[src/rtl/tis_pkg.sv]
package tis_pkg;

    // polarity of the qualifying edge
    typedef enum logic {
        POL_RISE = 1'b0,
        POL_FALL = 1'b1
    } pol_e;

    // samples between the two ends of the slope window
    localparam int unsigned SLOPE_SPAN = 3;

    // shortest holdoff the pipeline tolerates
    localparam int unsigned HOLD_MIN = 5;

    function automatic int unsigned hold_floor(input int unsigned h);
        return (h < HOLD_MIN) ? HOLD_MIN : h;
    endfunction

endpackage

[src/rtl/tis_recip_rom.sv]
module tis_recip_rom #(
    parameter int unsigned DW = 8,
    parameter int unsigned RW = 16
) (
    input  logic [DW-1:0] idx_i,
    output logic [RW-1:0] recip_o
);
    localparam int unsigned DEPTH = 1 << DW;
    localparam int unsigned FULL  = (1 << RW) - 1;

    logic [RW-1:0] table_w [DEPTH];

    for (genvar k = 0; k < DEPTH; k++) begin : g_entry
        localparam int unsigned VAL = (k == 0) ? 0 : (FULL / k);
        assign table_w[k] = RW'(VAL);
    end

    assign recip_o = table_w[idx_i];

endmodule

[src/rtl/tis_cross_detect.sv]
module tis_cross_detect
    import tis_pkg::*;
#(
    parameter int unsigned DW   = 8,
    parameter int unsigned TW   = 32,
    parameter int unsigned HOLD = 5
) (
    input  logic          clk_i,
    input  logic          rst_ni,
    input  logic [DW-1:0] smp_i,
    input  logic [DW-1:0] level_i,
    input  logic          edge_fall_i,
    output logic          hit_o,
    output logic [TW-1:0] hit_ts_o,
    output logic [DW-1:0] hit_err_o,
    output logic [DW-1:0] hit_early_o,
    output logic          hit_fall_o
);
    localparam int unsigned HOLD_EFF = hold_floor(HOLD);
    localparam int unsigned HW       = $clog2(HOLD_EFF);

    typedef struct packed {
        logic [DW-1:0] prev;
        logic [DW-1:0] prev2;
        logic [1:0]    fill;
        logic [TW-1:0] cnt;
        logic [HW-1:0] hold;
        logic          hit;
        logic [TW-1:0] ts;
        logic [DW-1:0] err;
        logic [DW-1:0] early;
        logic          fall;
    } det_st_t;

    det_st_t st_d, st_q;
    pol_e    pol;
    logic    up_cross, dn_cross, any_cross, armed;

    assign pol = pol_e'(edge_fall_i);

    always_comb begin
        st_d      = st_q;
        st_d.hit  = 1'b0;
        up_cross  = (st_q.prev < level_i) && (smp_i >= level_i);
        dn_cross  = (st_q.prev > level_i) && (smp_i <= level_i);
        any_cross = (pol == POL_FALL) ? dn_cross : up_cross;
        armed     = (st_q.fill == 2'd2) && (st_q.hold == '0);

        if (armed && any_cross) begin
            st_d.hit   = 1'b1;
            st_d.ts    = st_q.cnt;
            st_d.err   = (pol == POL_FALL) ? (level_i - smp_i) : (smp_i - level_i);
            st_d.early = st_q.prev2;
            st_d.fall  = (pol == POL_FALL);
            st_d.hold  = HW'(HOLD_EFF - 1);
        end else if (st_q.hold != '0) begin
            st_d.hold = st_q.hold - 1'b1;
        end

        if (st_q.fill != 2'd2) begin
            st_d.fill = st_q.fill + 2'd1;
        end
        st_d.prev2 = st_q.prev;
        st_d.prev  = smp_i;
        st_d.cnt   = st_q.cnt + 1'b1;
    end

    always_ff @(posedge clk_i or negedge rst_ni) begin
        if (!rst_ni) begin
            st_q <= '0;
        end else begin
            st_q <= st_d;
        end
    end

    assign hit_o       = st_q.hit;
    assign hit_ts_o    = st_q.ts;
    assign hit_err_o   = st_q.err;
    assign hit_early_o = st_q.early;
    assign hit_fall_o  = st_q.fall;

endmodule

[src/rtl/tis_frac_calc.sv]
module tis_frac_calc
    import tis_pkg::*;
#(
    parameter int unsigned DW = 8,
    parameter int unsigned TW = 32,
    parameter int unsigned FW = 8,
    parameter int unsigned RW = 16
) (
    input  logic          clk_i,
    input  logic          rst_ni,
    input  logic [DW-1:0] smp_i,
    input  logic          hit_i,
    input  logic [TW-1:0] hit_ts_i,
    input  logic [DW-1:0] hit_err_i,
    input  logic [DW-1:0] hit_early_i,
    input  logic          hit_fall_i,
    output logic          valid_o,
    output logic [TW-1:0] coarse_o,
    output logic [FW-1:0] frac_o,
    output logic          ok_o
);
    localparam int unsigned PW    = DW + RW + 2;
    localparam int unsigned SHIFT = RW - FW;

    typedef struct packed {
        logic          s1_v;
        logic [TW-1:0] s1_ts;
        logic [DW-1:0] s1_err;
        logic [DW-1:0] s1_mag;
        logic          s1_ok;
        logic          out_v;
        logic [TW-1:0] out_ts;
        logic [FW-1:0] out_frac;
        logic          out_ok;
    } frac_st_t;

    frac_st_t          st_d, st_q;
    logic signed [DW:0] slope;
    logic              slope_ok;
    logic [DW-1:0]     slope_mag;
    logic [RW-1:0]     recip;
    logic [PW-1:0]     prod;
    logic [PW-1:0]     scaled;
    logic [FW-1:0]     frac_sat;

    tis_recip_rom #(
        .DW (DW),
        .RW (RW)
    ) rom_i (
        .idx_i   (st_q.s1_mag),
        .recip_o (recip)
    );

    always_comb begin
        st_d = st_q;

        // stage 1: slope from the outer pair of the four-sample window
        slope     = $signed({1'b0, smp_i}) - $signed({1'b0, hit_early_i});
        slope_mag = slope[DW] ? DW'(-slope) : DW'(slope);
        if (hit_fall_i) begin
            slope_ok = slope[DW];
        end else begin
            slope_ok = !slope[DW] && (slope != '0);
        end
        st_d.s1_v = hit_i;
        if (hit_i) begin
            st_d.s1_ts  = hit_ts_i;
            st_d.s1_err = hit_err_i;
            st_d.s1_mag = slope_mag;
            st_d.s1_ok  = slope_ok;
        end

        // stage 2: lead = span * error / slope through the reciprocal table
        prod   = PW'(st_q.s1_err) * PW'(recip) * PW'(SLOPE_SPAN);
        scaled = prod >> SHIFT;
        if (scaled > PW'((1 << FW) - 1)) begin
            frac_sat = '1;
        end else begin
            frac_sat = FW'(scaled);
        end
        st_d.out_v = st_q.s1_v;
        if (st_q.s1_v) begin
            st_d.out_ts   = st_q.s1_ts;
            st_d.out_ok   = st_q.s1_ok;
            st_d.out_frac = st_q.s1_ok ? frac_sat : '0;
        end
    end

    always_ff @(posedge clk_i or negedge rst_ni) begin
        if (!rst_ni) begin
            st_q <= '0;
        end else begin
            st_q <= st_d;
        end
    end

    assign valid_o  = st_q.out_v;
    assign coarse_o = st_q.out_ts;
    assign frac_o   = st_q.out_frac;
    assign ok_o     = st_q.out_ok;

endmodule

[src/rtl/trig_interp_stamp.sv]
module trig_interp_stamp #(
    parameter int unsigned DW   = 8,
    parameter int unsigned TW   = 32,
    parameter int unsigned FW   = 8,
    parameter int unsigned RW   = 16,
    parameter int unsigned HOLD = 5
) (
    input  logic          clk_i,
    input  logic          rst_ni,
    input  logic [DW-1:0] smp_i,
    input  logic [DW-1:0] level_i,
    input  logic          edge_fall_i,
    output logic          trig_valid_o,
    output logic [TW-1:0] trig_coarse_o,
    output logic [FW-1:0] trig_frac_o,
    output logic          trig_ok_o
);
    logic          hit;
    logic [TW-1:0] hit_ts;
    logic [DW-1:0] hit_err;
    logic [DW-1:0] hit_early;
    logic          hit_fall;

    tis_cross_detect #(
        .DW   (DW),
        .TW   (TW),
        .HOLD (HOLD)
    ) det_i (
        .clk_i       (clk_i),
        .rst_ni      (rst_ni),
        .smp_i       (smp_i),
        .level_i     (level_i),
        .edge_fall_i (edge_fall_i),
        .hit_o       (hit),
        .hit_ts_o    (hit_ts),
        .hit_err_o   (hit_err),
        .hit_early_o (hit_early),
        .hit_fall_o  (hit_fall)
    );

    tis_frac_calc #(
        .DW (DW),
        .TW (TW),
        .FW (FW),
        .RW (RW)
    ) calc_i (
        .clk_i       (clk_i),
        .rst_ni      (rst_ni),
        .smp_i       (smp_i),
        .hit_i       (hit),
        .hit_ts_i    (hit_ts),
        .hit_err_i   (hit_err),
        .hit_early_i (hit_early),
        .hit_fall_i  (hit_fall),
        .valid_o     (trig_valid_o),
        .coarse_o    (trig_coarse_o),
        .frac_o      (trig_frac_o),
        .ok_o        (trig_ok_o)
    );

endmodule

[config.mk]
export PLATFORM = sky130hd
export DESIGN_NAME = trig_interp_stamp
export DESIGN_NICKNAME = d
export VERILOG_FILES = /design/src/rtl/tis_pkg.sv /design/src/rtl/tis_recip_rom.sv /design/src/rtl/tis_cross_detect.sv /design/src/rtl/tis_frac_calc.sv /design/src/rtl/trig_interp_stamp.sv
export SDC_FILE = /design/constraint.sdc
export NUM_CORES = 1
export LEC_CHECK = 0
export BUFFER_PORTS_ARGS = -buffer_cell sky130_fd_sc_hd__buf_2
export CAP_MARGIN = 10
export CELL_PAD_IN_SITES_DETAIL_PLACEMENT = 0
export CELL_PAD_IN_SITES_GLOBAL_PLACEMENT = 1
export CORE_MARGIN = 4
export CORE_UTILIZATION = 45
export CTS_CLUSTER_SIZE = 30
export DETAILED_ROUTE_END_ITERATION = 8
export PLACE_DENSITY = 0.82
export SETUP_SLACK_MARGIN = 0.05
export SLEW_MARGIN = 15
export SYNTH_ARGS = -nofsm -noshare
export SYNTH_HDL_FRONTEND = slang
export SYNTH_HIERARCHICAL = 1
export SYNTH_SLANG_ARGS = --single-unit
[constraint.sdc]
create_clock -name clk_i -period 9 [get_ports clk_i]
set_clock_uncertainty 0.05 [all_clocks]
set_input_delay 0.45 -clock clk_i [delete_from_list [all_inputs] [get_ports clk_i]]
set_output_delay 0.45 -clock clk_i [all_outputs]
set_load 0.1 [all_outputs]
# Word-level counts from Yosys, hierarchy flattened
# Memories as Yosys holds them, arrays and structs flattened.
# Cells that the tools add are included.
[classes] n_addsub=7 n_mul=2 n_lt_le_gt_ge=6 n_eq_ne=2 n_mux=11 bitwise_logic=1 reduce_logical=10
[ops] operator="$mux 50" n=1
[ops] operator="$add 32x1->32 const B" n=1
[ops] operator="$mux 16" n=2
[ops] operator="$mux 8" n=4
[ops] operator="$mul 24x2->26 const B" n=1
[ops] operator="$mul 8x16->24" n=1
[ops] operator="$gt 18x8->1 const B" n=1
[ops] operator="$sub 8x8->8" n=2
[ops] operator="$ge 9x9->1 const B" n=1
[ops] operator="$not 8->9" n=1
[ops] operator="$reduce_bool 9->1" n=1
[ops] operator="$sub 8x8->9" n=1
[ops] operator="$ge 8x8->1" n=1
[ops] operator="$gt 8x8->1" n=1
[ops] operator="$le 8x8->1" n=1
[ops] operator="$lt 8x8->1" n=1
[ops] operator="$neg 8->8" n=1
[ops] operator="$mux 3" n=2
[ops] operator="$logic_and 1x1->1" n=5
[ops] operator="$logic_not 3->1" n=1
[ops] operator="$reduce_bool 3->1" n=1
[ops] operator="$sub 3x1->3 const B" n=1
[ops] operator="$add 2x1->2 const B" n=1
[ops] operator="$eq 2x2->1 const B" n=1
[ops] operator="other kinds (4)" n=5
[word_totals] register_bits=195 romBits=4096 output_inout_bits=42 word_cells=59 mem_count=1
[mem_list] memory="(no name shown)" words=256 width=16 read_ports=1 rd_clocked_by_memory_dff=0 write_ports=0 line_no="tis_recip_rom.sv:18" source="assign recip_o = table_w[idx_i];"

# Logic depth before layout (Yosys ltp)
# Gate-level depths: netlist (run 1).
[logic_depth] depth_word=9 depth_mapped=39

# Modules after synthesis
# Netlist (run 1), hierarchy kept.
[by_module_without_submodules] module="tis_frac_calc" instances=1 cells_per_inst=888 area_per_inst_um2=9029.9 seq_area_each_um2=2302.2
[by_module_without_submodules] module="tis_cross_detect" instances=1 cells_per_inst=436 area_per_inst_um2=5092.4 seq_area_each_um2=2577.5
[by_module_without_submodules] module="tis_recip_rom" instances=1 cells_per_inst=464 area_per_inst_um2=2811.4 seq_area_each_um2=0.0

# Least setup slack after synthesis (run 1)
# No wires, ideal clock.
[synth_timing] kind="flip-flop to flip-flop" from="reg calc_i/st_q[44] (netlist name)" to="reg calc_i.st_q (netlist bit calc_i/frac_o[0])" arrival_time_ns=8.789 setup_slack_ns=0.012 stages_incl_launch_ff=37 path_buffers=2 cell_sequence="dfrtp_1 > clkbuf_1 > inv_1 > ha_1 > clkbuf_1 > nor2b_1 > or4_1 > o2111a_1 > a21oi_1 > o2111ai_1 > o311ai_1 > and2_1 > fa_1 > fa_1 > fa_1 > inv_1 > fa_1 > inv_1 > ha_1 > and3_1 > a221oi_4 > o21ai_0 > nand3_1 > nand2_1 > a21o_1 > a21oi_1 > xnor2_1 > ha_1 > and3_1 > and3_1 > a22oi_1 > nand2_1 > or2_2 > a31oi_1 > mux2_4 > a211oi_4 > a31oi_1"
[synth_via] elab_chain_cells=9
[synth_lines] element="from (decl)" line_no="tis_frac_calc.sv:37" source="frac_st_t st_d, st_q;"
[synth_lines] element="from (signal assigned)" line_no="tis_frac_calc.sv:93" source="st_q <= st_d;"
[synth_lines] element="$not 8->9 (not written as such) (*)" line_no="tis_recip_rom.sv:18"
[synth_lines] element="$mem_v2 256x16 (*)"
[synth_lines] element="$mux 16 (not written as such) (*) (2 in a row)" line_no="tis_recip_rom.sv:18"
[synth_lines] element="net calc_i.recip[1]" line_no="tis_frac_calc.sv:41" source="logic [RW-1:0] recip;"
[synth_lines] element="$mul 8x16->24 (*)" line_no="tis_frac_calc.sv:74" source="prod = PW'(st_q.s1_err) * PW'(recip) * PW'(SLOPE_SPAN);"
[synth_lines] element="$mul 24x2->26 (*)" line_no="tis_frac_calc.sv:74"
[synth_lines] element="$gt 18x8->1" line_no="tis_frac_calc.sv:76" source="if (scaled > PW'((1 << FW) - 1)) begin"
[synth_lines] element="$mux 8 (*)" line_no="tis_frac_calc.sv:76"
[synth_lines] element="$mux 8 (*)" line_no="tis_frac_calc.sv:85" source="st_d.out_frac = st_q.s1_ok ? frac_sat : '0;"
# The timed path passes the listed nets; every way through them passes the cells marked *. The select of a mux whose other input is x is not followed.
# A chain may end at the register's enable or synchronous reset.

# Final worst setup path (run 1)
[layout_timing] from="reg calc_i/st_q[44] (netlist name)" to="reg calc_i.st_q (netlist bit calc_i/frac_o[3])"
# The elaborated chain is that of the path after synthesis.

==> results.cfg, run 1 <==
[global_route]
antenna_found_initial = 0
grt_pass1_vias = 13846
grt_max_degree = 133
grt_usage_pct = 22.01
grt_overflow = 0
grt_pass1_wl_um = 73640

[sta]
finalCritPeriodShare_pct = 96.30
setup_ws_ns = 0.3326
relSlewSlack_pct = 33.95
holdWs_ns = 0.1454
rsz0062_at_grt = false
period_minus_slack_ns = 8.667
slew_violations = 0
finalSetupViolations = 0
hold_viol_final = 0
clock.fmax_ghz = 0.1154
tightest_slew_ns = 0.9907

[worst_setup_path]
cpPeakStageDelay_ns = 0.54
rr_worst_depth = 36
reg2reg_slack_ns = 0.33
crit_type = flip-flop to flip-flop
r2r-start = calc_i/st_q[44]
critPathMaxFanout = 9
critPathArrivalTime_ns = 8.93
crit_path_end_kind = flip-flop
crit_start = calc_i/st_q[44]
start_kind = flip-flop
worstReg2RegEnd = calc_i/frac_o[3]
cp_slowest_cell = fa_1
required_ns = 9.26

[floorplan]
start_util_pct = 45.92
io_pins = 61
fp-row-count = 70
die_h_um = 202.0
fp.dieArea_um2 = 40800
die_x_um = 202.0
core_um2 = 36870

[routing]
vias = 13331
viasPerCell = 5.637
drtAntennaViolNets = 0
firstDrtPassIters = 5
dr.first_iter.drc_count = 895
wl_per_cell_um = 18.85
route.detailed.drc = 0
wirelength_um = 44590

[place]
pre_cts_slack_ns = -0.03719
gp_congestion = 0.9884
placed_cells = 2322
port_buffers = 60
dpl.hpwl_um = 33780

[job]
max_cap_viol_count = 0

[logic_synthesis]
yosysTopAreaCellShare_pct = 28.82
synth_seq_cells = 195
synth_top_family_by_area = adder cells
synth-simple-area-share_pct = 15.09
synth_cells = 1788
synth_mux_area_share_pct = 9.133
yosys_warnings = 6
synth_cell_type_count = 94
synth_fp_nets = 2013
syn_area_per_cell_um2 = 9.471
yosysTopAreaCell = dfrtp_1
syn_area_um2 = 16930
async_flop_share_pct = 100.0
ys_seq_area_share_pct = 28.82
synth_edf_count = 0
synth_compound_area_share_pct = 14.21
synthTopCellsByArea = dfrtp_1 (29%), fa_1 (10%), ha_1 (8.8%)
synth_xor_area_share_pct = 4.197
ys.flop_type = dfrtp_1
synth_fa_ha_area_share_pct = 19.08

[layout]
fillers = 3399
fin_util_pct = 51.10
syn2layout_area_growth_pct = 11.28
antennaDiodeCount = 0
drive_above_1_share_pct = 23.80
final_cells = 2365
nets = 2073

[clock_tree]
cts.clk_slew.worst_paths_ns = 0.08
clock_latency_ns = 0.44
cts_made_buffers = 17
cts_tree = done
h-tree-depth = 4
clockBufferDepth = 2
cts.sinks = 195
cts_root_buf = clkbuf_16

[min_path]
hp-class = input port to asynchronous set/reset pin

[status]
outcome = finished, final reports clean
## cell families (layout without fill, tap and decap cells)
family                   after synthesis  in the layout
AND/OR/NAND/NOR                      505            505
buffers and inverters                307            380
XOR/XNOR                              79             79
multiplexers                         131            131
adder cells (fa/ha/maj)              206            206
flip-flops                           195            195
AO/OA/AOI/OAI                        365            365
## final cells by class
type,instances,area (µm²),share of cell area (%)
Multi-Input combinational cell,1286,10690,56.74
Sequential cell,195,4888,25.94
Timing Repair Buffer,213,1539,8.167
Tap cell,504,630.6,3.347
Inverter,135,509.2,2.703
Clock buffer,19,452.9,2.404
Clock inverter,13,131.4,0.6972
## sequential cells by signal (all words and copies together), names as in the netlist
register and count:
calc_i/coarse_o 32, calc_i/frac_o 8, calc_i/ok_o 1, calc_i/st_d 1
calc_i/st_q 49, calc_i/valid_o 1, det_i/hit_early_o 8, det_i/hit_err_o 8
det_i/hit_fall_o 1, det_i/hit_o 1, det_i/hit_ts_o 32, det_i/st_d 8
det_i/st_q 45
## placed cells by master (no fill, tap or decap), drive strengths merged, types with 52 or more instances in the layout
cell and instances:
o21ai 82, and2 103, buf 211, ha 119, inv 141, nor2 98, xnor2 52, nand2 137
dfrtp 195, fa 87, a21oi 115, mux2 117
## metrics by stage
step	area, µm²	setup TNS, ns
CTS	18530	0
finish	18840	0
global route	18840	0
detailed placement	17910	-0.08863
floorplan	16940	0
global placement	17910	-0.09280
## critical path, delay by kind of cell (launching register included)
kind,cells,cell delay (ns)
xor gates and xnor gates,2,0.35
and+or+nand+nor,8,1.55
adders and majority gates,7,2.80
DFF,1,0.39
buffers and inverters,4,0.43
AOI/OAI and AO/OA,15,2.96
## per-layer routing
layer / GRT usage, % / routed length, µm / vias up
met4: 7.178 / 1376 / 0
met1: 30.10 / 19370 / 6543
met3: 2.679 / 2666 / 102
li1: - / - / 6202
met5: 0 / 0 / -
met2: 36.58 / 21170 / 484
## worst max path at each step
stage / endpoint / cells after the start
after floorplan: calc_i/frac_o[0] / 36
after global placement: calc_i/frac_o[4] / 35
after detailed placement: calc_i/frac_o[3] / 36
after CTS: calc_i/frac_o[3] / 38
after global routing: calc_i/frac_o[3] / 38
final: calc_i/frac_o[3] / 36
## cells in the mapped netlist, drive strengths merged (14+ instances only)
library cell,count
dfrtp,195
nand2,137
buf,134
inv,133
ha,119
mux2,117
a21oi,115
and2,103
nor2,98
fa,87
o21ai,82
xnor2,52
clkbuf,38
nor3,33
nand3,28
xor2,27
a31oi,24
nor2b,22
nand4,19
a21o,18
and3,16
a211oi,14
nand2b,14
## repair_timing
action                                  in CTS  in global routing
resized for setup                            8                 62
buffers inserted                             1                 10
hold buffers                                 0                  0
endpoints found under the setup margin       8                  8
pin swaps                                    1                 21
Power of run 1 is left out: the tool's default activity adds up to more than one toggle a clock period on the data nets, which glitch-free logic cannot reach.
==> inputs of run 2 (changes only) <==
CORE_UTILIZATION = 51   (was 45)
PLACE_DENSITY = 0.87   (was 0.82)
clock period = 10.7 ns   (was 9 ns; I/O delays follow)
==> results.cfg, run 2 (synthesis gave the netlist of run 1 again) <==
[status]
outcome = finished, final reports clean

[global_route]
grt_usage_pct = 24.16
grt_pass1_vias = 13331
grt_max_degree = 85
antenna_found_initial = 0
grt_overflow = 0
grt_pass1_wl_um = 70880

[sta]
finalSetupTns_ns = 0
setup_ws_ns = 0.8770
period_minus_slack_ns = 9.823
finalCritPeriodShare_pct = 91.80
slew_violations = 0
clock.fmax_ghz = 0.1018
tightest_slew_ns = 1.061
finalSetupViolations = 0
hold_viol_final = 0
rsz0062_at_grt = false
relSlewSlack_pct = 28.64

[clock_tree]
h-tree-depth = 4
cts.sinks = 195
cts.clk_slew.worst_paths_ns = 0.08
holdBufCountCts = 0
cts_made_buffers = 17
cts_root_buf = clkbuf_16
clock_latency_ns = 0.44
cts_tree = done
clockBufferDepth = 2

[min_path]
hp-class = input port to asynchronous set/reset pin

[layout]
largest_register = calc_i/st_q
layout_common_cells = dfrtp_1 (190), nand2_1 (137), inv_1 (131)
nets = 1950
final_common_cell = dfrtp_1
post-route-cell-area_um2 = 17530
largestRegisters = calc_i/st_q: 49 flops, det_i/st_q: 45 flops
drive_above_1_share_pct = 16.18
final_cells = 2179
antennaDiodeCount = 0
fillers = 2932
syn2layout_area_growth_pct = 3.502
largest_reg_flops = 49

[routing]
wirelength_um = 42000
dr.first_iter.drc_count = 1151
firstDrtPassIters = 6
viasPerCell = 5.881
vias = 12815
route.detailed.drc = 0
wl_per_cell_um = 19.27
drtAntennaViolNets = 0

[worst_setup_path]
start_kind = flip-flop
critPathArrivalTime_ns = 10.07
critPathMaxFanout = 35
required_ns = 10.95
crit_top_cell = fa_1
cp_slowest_cell = dfrtp_2
crit_path_end_kind = flip-flop
crit_type = flip-flop to flip-flop
cpPeakStageDelay_ns = 0.76

[place]
dpl.hpwl_um = 31370
pre_cts_slack_ns = 0.6944
port_buffers = 60
placed_cells = 2148
placed_area_um2 = 16930
gp_congestion = 1.021

[floorplan]
die_x_um = 190.2
io_pins = 61
core_um2 = 32620
start_util_pct = 51.91
die_h_um = 190.2
fp-row-count = 66
fp.dieArea_um2 = 36180

[job]
max_cap_viol_count = 0
## run 2: cell types whose count changed in the layout (fill, tap and decap cells not counted), moves of 4 or more
| cell | delta |
|---|---|
| buf_4 | -113 |
| ha_4 | -4 |
| ha_1 | +7 |
| o21ai_1 | -7 |
| buf_12 | -5 |
| o21ai_0 | +9 |
## run 2: worst paths after layout
check | startpoint | endpoint | slack [ns] | depth (start not counted)
max in group asynchronous | rst_ni | det_i/hit_ts_o[21] | 8.66 | 3
max reg2reg | calc_i/st_q[45] | calc_i/frac_o[4] | 0.88 | 35
min in group clk_i | smp_i[0] | det_i/st_d[87] | 0.22 | 1
max | calc_i/st_q[45] | calc_i/frac_o[4] | 0.88 | 35
min reg2reg | det_i/st_d[90] | det_i/st_q[90] | 0.33 | 0
min | rst_ni | det_i/st_q[90] | 0.06 | 1
## run 2: final cells by class
cell class / instances / area [µm²] / share of cell area (%)
clock buffer: 18 / 439.2 / 2.506
tap: 442 / 553.0 / 3.155
multi-input combinational: 1286 / 10470 / 59.71
inverter: 135 / 506.7 / 2.891
clock inverter: 13 / 142.6 / 0.8138
sequential: 195 / 4886 / 27.88
timing repair buffer: 90 / 534.3 / 3.048
## run 2: timing repair
item                       4_1_cts  5_1_grt
buffers inserted                 0        0
gates resized for setup          0        4
setup endpoints to repair        0        8
## run 2: critical path, delay by kind of cell (launching register included)
family / cells / cell delay [ns]
AO/OA/AOI/OAI: 13 / 2.64
XOR/XNOR: 2 / 0.37
adder cells (fa/ha/maj): 6 / 2.74
buffers and inverters: 4 / 0.74
flip-flops: 1 / 0.76
multiplexers: 1 / 0.49
AND/OR/NAND/NOR: 9 / 1.86
## run 2: layer usage
metal,up-vias,routed length [µm],track usage [%]
met3,99,2306,2.655
met5,-,0,0
met2,470,19960,40.16
met4,0,1589,9.116
met1,6274,18140,32.85
li1,5972,-,-
## run 2: through the flow
stage / utilization, % / hold slack [ns]
finish: 53.73 / 0.06250
global route: 53.73 / 0.1329
CTS: 53.68 / 0.1053
detailed placement: 51.89 / 0.3150
global placement: 51.89 / 0.3097
floorplan: - / 0.1894
Power of run 2 is left out for the same reason.
==> inputs of run 3 (changes only) <==
CAP_MARGIN = not set   (was 10)
CTS_BUF_LIST = sky130_fd_sc_hd__clkbuf_16   (was not set)
clock period = 12.3 ns   (was 10.7 ns; I/O delays follow)
==> results.cfg, run 3 (synthesis gave the netlist of run 1 again) <==
[status]
outcome = finished, final reports clean

[worst_setup_path]
crit_top_cell = fa_1
cp_slowest_cell = o31ai_1
critPathMaxFanout = 17
critPathArrivalTime_ns = 10.66
required_ns = 12.54
start_kind = flip-flop
crit_type = flip-flop to flip-flop
crit_path_end_kind = flip-flop
cpPeakStageDelay_ns = 0.92

[clock_tree]
clock_latency_ns = 0.44
cts_root_buf = clkbuf_16
cts_made_buffers = 17
cts_setup_buffers = 0
holdBufCountCts = 0
cts.clk_slew.worst_paths_ns = 0.08
cts_tree = done
cts.sinks = 195
cts.repair.resized = 0
h-tree-depth = 4
clockBufferDepth = 2

[place]
port_buffers = 60
dpl.hpwl_um = 30450
pre_cts_slack_ns = 1.985
gp_congestion = 1.027

[global_route]
grt_pass1_vias = 13054
grt_pass1_wl_um = 69010
grt_max_degree = 122
grt_usage_pct = 23.45
grt_overflow = 0
antenna_found_initial = 1

[sta]
finalSetupTns_ns = 0
period_minus_slack_ns = 10.42
setup_ws_ns = 1.882
finalCritPeriodShare_pct = 84.70
clock.fmax_ghz = 0.09599
finalSetupViolations = 0
rsz0062_at_grt = false
tightest_slew_ns = 1.048
relSlewSlack_pct = 29.54
hold_viol_final = 0
slew_violations = 0

[layout]
largest_reg_flops = 49
antennaDiodeCount = 0
nets = 1933
largest_register = calc_i/st_q
drive_above_1_share_pct = 15.11
largestRegisters = calc_i/st_q: 49 flops, det_i/st_q: 45 flops
final_common_cell = dfrtp_1
syn2layout_area_growth_pct = 2.601
layout_common_cells = dfrtp_1 (191), nand2_1 (137), inv_1 (132)

[job]
max_cap_viol_count = 0

[routing]
viasPerCell = 5.898
route.detailed.drc = 0
drtAntennaViolNets = 0
vias = 12757
wirelength_um = 41020
wl_per_cell_um = 18.96
dr.first_iter.drc_count = 1365
firstDrtPassIters = 5

[floorplan]
core_um2 = 32620
start_util_pct = 51.91
fp.dieArea_um2 = 36180
die_x_um = 190.2
die_h_um = 190.2
io_pins = 61
fp-row-count = 66

[min_path]
hp-class = input port to asynchronous set/reset pin
run 3: cell count changes in the layout (fill, tap and decap cells not counted), sizes merged:
cell and delta:
buf -17, bufinv -1, clkbuf -1, clkinv +3, clkinvlp -1, inv +1
run 3: final timing paths:
check	from	to	slack [ns]	cells after the start
hold reg to reg	det_i/st_d[87]	det_i/st_q[87]	0.33	0
hold / removal	rst_ni	det_i/st_d[89]	0.22	1
setup reg to reg	calc_i/st_q[43]	calc_i/frac_o[7]	1.88	33
setup / recovery	calc_i/st_q[43]	calc_i/frac_o[7]	1.88	33
min in group clk_i	smp_i[0]	det_i/st_d[87]	0.30	1
max in group asynchronous	rst_ni	det_i/hit_o	10.39	2
run 3: stage by stage:
stage	utilization [%]	cell area (µm²)	hold slack, ns	instances
2_1_floorplan	-	16930	0.2694	1788
3_3_place_gp	51.50	16800	0.3158	2131
3_5_place_dp	51.50	16800	0.3206	2131
4_1_cts	53.26	17370	0.2874	2163
5_1_grt	53.26	17370	0.2899	2163
6_report	53.26	17370	0.2216	2163
run 3: critical path, delay by kind of cell, from the launching register on:
family | cells | cell delay, ns
adder cells (fa/ha/maj) | 7 | 3.03
XOR/XNOR | 2 | 0.63
AND/OR/NAND/NOR | 9 | 1.75
AO/OA/AOI/OAI | 12 | 3.63
buffers and inverters | 3 | 0.43
flip-flops | 1 | 0.72
run 3: area by class of cell:
cell class | instances | area [µm²]
Clock buffer | 17 | 425.4
Clock inverter | 15 | 148.9
Fill cell | 2966 | 15240
Inverter | 135 | 506.7
Multi-Input combinational cell | 1286 | 10450
Sequential cell | 195 | 4885
Tap cell | 442 | 553.0
Timing Repair Buffer | 73 | 406.6
run 3: layer usage:
layer / global-route usage, % / vias to the layer above / routed length (µm)
met1: 32.16 / 6262 / 17720
met5: 0 / - / 16
met2: 37.43 / 464 / 19030
li1: - / 5922 / -
met3: 4.028 / 107 / 2753
met4: 9.144 / 2 / 1495
Power of run 3 is left out for the same reason.
